**src/rtl/sdh_irq_pkg.sv**
```systemverilog
package sdh_irq_pkg;
  localparam int NEV = 9;
  localparam int B_RESP_OK  = 0;
  localparam int B_RESP_CRC = 1;
  localparam int B_RESP_TMO = 2;
  localparam int B_DAT_CRC  = 3;
  localparam int B_DAT_TMO  = 4;
  localparam int B_RXF_FULL = 5;
  localparam int B_TXF_EMPT = 6;
  localparam int B_DMA_DONE = 7;
  localparam int B_XFER_OK  = 8;

  typedef logic [NEV-1:0] ev_vec_t;

  localparam ev_vec_t ERR_MASK = ev_vec_t'((1 << B_RESP_CRC) | (1 << B_RESP_TMO) |
                                           (1 << B_DAT_CRC) | (1 << B_DAT_TMO) |
                                           (1 << B_RXF_FULL) | (1 << B_TXF_EMPT));

  typedef enum logic [1:0] {ERR_NONE = 2'd0, ERR_IO = 2'd1, ERR_CRC = 2'd2, ERR_TMO = 2'd3} err_code_t;
  typedef enum logic [1:0] {CMP_RESP = 2'd0, CMP_DMA = 2'd1, CMP_XFER = 2'd2} cmp_sel_t;

  function automatic cmp_sel_t f_cmp_sel(input logic has_data, input logic wr, input logic hwf);
    if (!has_data)      return CMP_RESP;
    else if (hwf || wr) return CMP_DMA;
    else                return CMP_XFER;
  endfunction

  function automatic int f_cmp_bit(input cmp_sel_t sel);
    case (sel)
      CMP_DMA:  return B_DMA_DONE;
      CMP_XFER: return B_XFER_OK;
      default:  return B_RESP_OK;
    endcase
  endfunction

  function automatic ev_vec_t f_start_mask(input cmp_sel_t sel);
    return ERR_MASK | (ev_vec_t'(1) << f_cmp_bit(sel));
  endfunction

  function automatic err_code_t f_cmd_err(input ev_vec_t s);
    if (s[B_RXF_FULL] || s[B_TXF_EMPT]) return ERR_IO;
    else if (s[B_RESP_CRC])             return ERR_CRC;
    else if (s[B_RESP_TMO])             return ERR_TMO;
    else                                return ERR_NONE;
  endfunction

  function automatic err_code_t f_dat_err(input ev_vec_t s, input logic has_data);
    if (!has_data)          return ERR_NONE;
    else if (s[B_DAT_CRC])  return ERR_CRC;
    else if (s[B_DAT_TMO])  return ERR_TMO;
    else                    return ERR_NONE;
  endfunction
endpackage

```
**src/rtl/sdh_irq_ctx.sv**
```systemverilog
module sdh_irq_ctx
  import sdh_irq_pkg::*;
(
  input  logic     clk,
  input  logic     rst_n,
  input  logic     hw_flush_i,
  input  logic     en_wr_i,
  input  ev_vec_t  en_wdata_i,
  input  logic     cmd_start_i,
  input  logic     cmd_has_data_i,
  input  logic     cmd_write_i,
  input  logic     req_done_i,
  output ev_vec_t  en_q,
  output logic     has_data_q,
  output cmp_sel_t cmp_sel_q
);
  cmp_sel_t new_sel;
  logic     ctx_load, mask_load;

  assign new_sel   = f_cmp_sel(cmd_has_data_i, cmd_write_i, hw_flush_i);
  assign ctx_load  = cmd_start_i && !req_done_i;
  assign mask_load = en_wr_i && !cmd_start_i && !req_done_i;

  always_ff @(posedge clk or negedge rst_n) begin
    if (!rst_n) begin
      en_q       <= '0;
      has_data_q <= 1'b0;
      cmp_sel_q  <= CMP_RESP;
    end else if (req_done_i) begin
      en_q       <= '0;
      has_data_q <= 1'b0;
      cmp_sel_q  <= CMP_RESP;
    end else if (ctx_load) begin
      en_q       <= f_start_mask(new_sel);
      has_data_q <= cmd_has_data_i;
      cmp_sel_q  <= new_sel;
    end else if (mask_load) begin
      en_q       <= en_wdata_i;
    end
  end


  mask_write_chk: assert property (@(posedge clk) disable iff (!rst_n)
    mask_load |=> en_q == $past(en_wdata_i));

  start_errs_chk: assert property (@(posedge clk) disable iff (!rst_n)
    ctx_load |=> (en_q & ERR_MASK) == ERR_MASK && $countones(en_q) == 7);

  done_clear_chk: assert property (@(posedge clk) disable iff (!rst_n)
    req_done_i |=> en_q == '0 && !has_data_q);
endmodule

```
**src/rtl/sdh_irq_status.sv**
```systemverilog
module sdh_irq_status
  import sdh_irq_pkg::*;
(
  input  logic    clk,
  input  logic    rst_n,
  input  ev_vec_t ev_i,
  input  logic    clr_wr_i,
  input  ev_vec_t clr_data_i,
  input  logic    flush_i,
  output ev_vec_t sta_q
);
  ev_vec_t clr_vec;

  always_comb begin
    clr_vec = '0;
    if (flush_i)       clr_vec = '1;
    else if (clr_wr_i) clr_vec = clr_data_i;
  end

  for (genvar b = 0; b < NEV; b++) begin : g_bit
    always_ff @(posedge clk or negedge rst_n) begin
      if (!rst_n)            sta_q[b] <= 1'b0;
      else if (ev_i[b])      sta_q[b] <= 1'b1;
      else if (clr_vec[b])   sta_q[b] <= 1'b0;
    end
  end


  w1c_chk: assert property (@(posedge clk) disable iff (!rst_n)
    (clr_wr_i && !flush_i) |=> (sta_q & $past(clr_data_i & ~ev_i)) == '0);

  ev_wins_chk: assert property (@(posedge clk) disable iff (!rst_n)
    (|ev_i) |=> (sta_q & $past(ev_i)) == $past(ev_i));

  flush_chk: assert property (@(posedge clk) disable iff (!rst_n)
    flush_i |=> sta_q == $past(ev_i));
endmodule

```
**src/rtl/sdh_irq_classify.sv**
```systemverilog
module sdh_irq_classify
  import sdh_irq_pkg::*;
(
  input  logic      clk,
  input  logic      rst_n,
  input  ev_vec_t   sta_i,
  input  ev_vec_t   en_i,
  input  logic      has_data_i,
  input  cmp_sel_t  cmp_sel_i,
  output logic      irq_o,
  output err_code_t cmd_err_o,
  output err_code_t dat_err_o,
  output logic      req_end_o
);
  ev_vec_t pend;

  assign pend      = sta_i & en_i;
  assign irq_o     = |pend;
  assign cmd_err_o = f_cmd_err(sta_i);
  assign dat_err_o = f_dat_err(sta_i, has_data_i);
  assign req_end_o = sta_i[f_cmp_bit(cmp_sel_i)];


  cmd_io_chk: assert property (@(posedge clk) disable iff (!rst_n)
    (cmd_err_o == ERR_IO) |-> (sta_i[B_RXF_FULL] || sta_i[B_TXF_EMPT]));

  dat_nodata_chk: assert property (@(posedge clk) disable iff (!rst_n)
    !has_data_i |-> dat_err_o == ERR_NONE);
endmodule

```
**src/rtl/sdh_irq_top.sv**
```systemverilog
module sdh_irq_top
  import sdh_irq_pkg::*;
(
  input  logic                  clk,
  input  logic                  rst_n,
  input  logic                  hw_flush,
  input  logic                  en_wr,
  input  logic [NEV-1:0]        en_wdata,
  input  logic                  clr_wr,
  input  logic [NEV-1:0]        clr_data,
  input  logic                  cmd_start,
  input  logic                  cmd_has_data,
  input  logic                  cmd_write,
  input  logic                  req_done,
  input  logic [NEV-1:0]        ev,
  output logic [NEV-1:0]        en_o,
  output logic [NEV-1:0]        sta_o,
  output logic                  irq,
  output logic [1:0]            cmd_err,
  output logic [1:0]            dat_err,
  output logic [1:0]            cmp_sel,
  output logic                  req_end
);
  ev_vec_t   en_q, sta_q;
  logic      has_data_q, flush_all;
  cmp_sel_t  sel_q;
  err_code_t cerr, derr;

  assign flush_all = cmd_start || req_done;

  sdh_irq_ctx u_ctx (
    .clk(clk), .rst_n(rst_n), .hw_flush_i(hw_flush),
    .en_wr_i(en_wr), .en_wdata_i(en_wdata),
    .cmd_start_i(cmd_start), .cmd_has_data_i(cmd_has_data), .cmd_write_i(cmd_write),
    .req_done_i(req_done), .en_q(en_q), .has_data_q(has_data_q), .cmp_sel_q(sel_q));

  sdh_irq_status u_sta (
    .clk(clk), .rst_n(rst_n), .ev_i(ev), .clr_wr_i(clr_wr), .clr_data_i(clr_data),
    .flush_i(flush_all), .sta_q(sta_q));

  sdh_irq_classify u_cls (
    .clk(clk), .rst_n(rst_n), .sta_i(sta_q), .en_i(en_q), .has_data_i(has_data_q),
    .cmp_sel_i(sel_q), .irq_o(irq), .cmd_err_o(cerr), .dat_err_o(derr), .req_end_o(req_end));

  assign en_o    = en_q;
  assign sta_o   = sta_q;
  assign cmd_err = cerr;
  assign dat_err = derr;
  assign cmp_sel = sel_q;


  irq_rise_chk: assert property (@(posedge clk) disable iff (!rst_n)
    ((|(ev & en_q)) && !req_done && !cmd_start && !en_wr) |=> irq);

  done_over_start_chk: assert property (@(posedge clk) disable iff (!rst_n)
    (req_done && cmd_start) |=> en_o == '0);
endmodule

```
**config.mk**
```make
export PLATFORM = sky130hd
export DESIGN_NAME = sdh_irq_top
export DESIGN_NICKNAME = d
export VERILOG_FILES = /design/src/rtl/sdh_irq_pkg.sv /design/src/rtl/sdh_irq_ctx.sv /design/src/rtl/sdh_irq_status.sv /design/src/rtl/sdh_irq_classify.sv /design/src/rtl/sdh_irq_top.sv
export SDC_FILE = /design/constraint.sdc
export NUM_CORES = 1
export LEC_CHECK = 0
export BUFFER_PORTS_ARGS = -buffer_cell sky130_fd_sc_hd__buf_2
export CORE_MARGIN = 3
export CORE_UTILIZATION = 42
export DETAILED_ROUTE_END_ITERATION = 7
export GPL_ROUTABILITY_DRIVEN = 0
export HOLD_SLACK_MARGIN = 0.15
export PLACE_DENSITY = 0.78
export SETUP_SLACK_MARGIN = 0.1
export SLEW_MARGIN = 20
export SYNTH_ARGS = -nofsm -noshare
export SYNTH_HDL_FRONTEND = slang
export SYNTH_SLANG_ARGS = --single-unit
```
**constraint.sdc**
```tcl
create_clock -name clk -period 1.1 [get_ports clk]
set_clock_uncertainty 0.1 [all_clocks]
set_input_delay 0.055 -clock clk [delete_from_list [all_inputs] [get_ports clk]]
set_output_delay 0.055 -clock clk [all_outputs]
set_load 0.005 [all_outputs]
```
==> summary.txt <==
Routing
  – DR pass1 iterations: 4
  – Met3 wire len: 255 microns
  – Wire length on met1: 1.428 mm
  – Uppermost routed layer: met4
  – Routed via count: 1,232
  – # DRC: 0
  – Via density: 5.220
  – DRT iter0 DRCs: 23
  – Wirelength, routed: 4.129 mm
  – WL met2: 2.352 mm
  – ANT nets after route: 0
  – Routed WL per cell: 17.50 microns

Place
  – Placed cell count: 195
  – IO buf count: 61
  – Placed cell area: 1430 sq um
  – DP HPWL: 2.383 mm
  – Pre-CTS WS: -0.09164 ns

Finish
  – Syn-to-layout area delta: 93.83%
  – Share of cells above drive strength 1: 55.29%
  – Ant diodes: 0
  – Design Area, Final: 2003 sq um
  – Net count of the finished layout: 245
  – Final std cells w/o fill: 236

Setup path
  – Critical path's slowest cell: dfrtp_1
  – CP required: 0.94 ns
  – Crit-path cells: a222oi_1 > nand3_1 > buf_2
  – CP startpoint kind: register
  – Setup crit end: irq
  – Crit. End Element: primary output
  – Reg2reg start: u_sta.sta_q[6]$_DFFE_PN0P_
  – R2R setup slack: -0.08 ns
  – Worst Setup SP: u_ctx.en_q[0]$_DFFE_PN0P_
  – Worst reg-to-reg path cell count: 4
  – R2r endpoint: u_sta.sta_q[6]$_DFFE_PN0P_
  – CP max FO: 3
  – Slowest cell delay on critical path: 0.42 ns
  – WS Path Type: register to primary output
  – WP data arrival: 1.42 ns

Logic synthesis
  – Post-Syn Nets: 135
  – Synth area leader: dfrtp_1
  – Synthesized area: 1033 sq um
  – Synth cell count leaders: 21 x dfrtp_1, 11 x nand2_1, 10 x nor2_1
  – Synth warn: 0
  – Distinct cell type count after synthesis: 27
  – Seq cells post-synth: 21
  – Mapped Avg Cell Area: 10.44 sq um
  – Sequential share of the synthesized area: 50.85%
  – Synth Flop Type: dfrtp_1
  – Ys async rst share: 100.0%
  – Post-synth EDFFs: 0
  – Most area-consuming cells after synthesis: dfrtp_1 51%, a211oi_1 6.5%, nor2b_1 4.8%
  – Yosys top cell area share: 50.85%
  – Post-Syn Instances: 99
  – Most frequent cell after synthesis: dfrtp_1

GRT
  – Tot GR Track Use: 25.61%
  – Global-route wire length before repair: 6.134 mm
  – Largest net degree at the start of global routing: 22
  – Vias in the first global route: 1,304
  – Gr ovfl total: 0
  – Initial antenna violation count: 0

Status
  – Status: finished, violations left
  – Failing checks: negative hold slack, negative setup slack

Pwr
  – Leakage power: 0.9757 nW
  – Combinational share of power: 32.3%
  – Pwr Density: 913.4 nW/um^2
  – Switching share of power: 28.90%
  – Total power: 1.830 mW
  – Clock share of power: 20.2%
  – Worst VDD drop: 0.8424 mV
  – Total internal power: 1.301 mW
  – Sw Pwr: 0.5287 mW
  – Flop pwr share: 47.5%

Floorplan
  – I/O pins: 62
  – Die height: 55.61 microns
  – Starting Density: 45.41%
  – Core area: 2276 sq um
  – Die Wd: 55.61 microns
  – Num rows: 17
  – Die area: 3092 sq um

STA
  – Fmax: 0.6334 GHz
  – Fin. max-slew vios: 0
  – Total negative slack: -2.446 ns
  – Final min period: 1.579 ns
  – Worst Setup Slack, final: -0.4787 ns
  – Final Setup Violations: 21
  – Unrepaired setup endpoints after global routing: yes
  – Final Hold Fails: 2
  – Final period utilization: 143.5%
  – Worst slew margin: 63.87%
  – Minimum hold slack: -0.01847 ns
  – Slew at the pin with the worst max-slew slack: 0.5420 ns

Worst hold path
  – Hold Crit Class: primary input to register

Flow run
  – # Max-Cap Violations: 0

CTS
  – CTS H-tree depth: 1
  – CTS tree: yes
  – CTS Sinks: 21
  – CTS buffer count: 3
  – Clock latency at the later pin of the worst-skew pair: 0.29 ns
  – Root Buffer: clkbuf_4
  – Clk buf depth: 2
  – Clk pin slew, worst setup/hold paths: 0.13 ns
## metal layers
metal	up-vias	global-route usage, %
li1	573	-
met1	594	25.04
met2	55	48.14
met3	10	6.265
met4	0	14.58
met5	-	0
## cells by family (layout without fill, tap and decap cells)
group / count (synthesis) / count (layout) / share of synthesized area [%]
buf+inv: 8 / 117 / 4.358
mux: 1 / 1 / 0.9686
flops: 21 / 21 / 50.85
compound gates: 33 / 33 / 25.91
simple gates: 36 / 36 / 17.92
## final cells by class
cell class                 count  area (sq um)
clock inverter                 1         5.005
multi-input combinational     70         561.8
fill                         108         272.8
inverter                       3         11.26
timing repair buffer         110         840.8
sequential                    21         526.8
clock buffer                   3         22.52
tap                           28         35.03
## sequential cells by signal (all words and copies together), names as in the netlist
signal	count
u_sta.sta_q	9
u_ctx.cmp_sel_q	2
u_ctx.has_data_q	1
u_ctx.en_q	9
## power groups by stage
| stage | Combinational [mW] | Clock, mW | Sequential, mW |
|---|---|---|---|
| 3_3_place_gp | 0.353 | 0 | 0.875 |
| 3_5_place_dp | 0.367 | 0 | 0.876 |
| 4_1_cts | 0.509 | 0.372 | 0.864 |
| 2_1_floorplan | 0.145 | 0 | 0.883 |
| 6_report | 0.591 | 0.370 | 0.869 |
| 5_1_grt | 0.641 | 0.420 | 0.873 |
## layout by cell type (no fill, tap or decap), types with 4 or more instances in the layout
master | synthesis | layout
buf_2 | 3 | 53
dlygate4sd3_1 | 0 | 29
buf_6 | 1 | 20
dfrtp_1 | 21 | 20
nand2_1 | 11 | 9
nor2_1 | 10 | 9
buf_4 | 1 | 8
a211oi_2 | 0 | 7
a31o_2 | 5 | 5
a31o_1 | 4 | 4
nor2b_4 | 0 | 4
## how the worst min path moves through the flow
stage                                     end  slack, ns       from  cells past startpoint
5_1_grt             u_ctx.en_q[8]$_DFFE_PN0P_      -0.02   hw_flush                      3
4_1_cts             u_ctx.en_q[8]$_DFFE_PN0P_      -0.02  cmd_write                      3
2_1_floorplan  u_ctx.cmp_sel_q[0]$_DFFE_PN0P_      -0.34      rst_n                      0
3_5_place_dp     u_ctx.has_data_q$_DFFE_PN0P_      -0.07      rst_n                      1
3_3_place_gp        u_ctx.en_q[3]$_DFFE_PN0P_      -0.07      rst_n                      1
6_report            u_ctx.en_q[8]$_DFFE_PN0P_      -0.02   hw_flush                      3
## critical path: cells and delay by family (launching register included)
| family | cells | cell delay, ns |
|---|---|---|
| flip-flops | 1 | 0.42 |
| AO/OA/AOI/OAI | 1 | 0.39 |
| buffers and inverters | 1 | 0.16 |
| AND/OR/NAND/NOR | 1 | 0.15 |
## per-stage QoR
| stage | hold WS [ns] | util (%) |
|---|---|---|
| floorplan | -0.3406 | - |
| global placement | -0.07272 | 62.84 |
| detailed placement | -0.06926 | 62.84 |
| CTS | -0.02218 | 82.41 |
| global route | -0.01757 | 88.02 |
| finish | -0.01847 | 88.02 |
## repair_timing
item | in CTS | in global routing
setup buffers | 8 | 6
gates resized for setup | 22 | 26
endpoints found under the setup margin | 32 | 47
hold buffers | 29 | 2
pin swaps | 9 | 4
hold endpoints to repair | 42 | 21
Note: power is estimated with default switching activity, not from simulation.
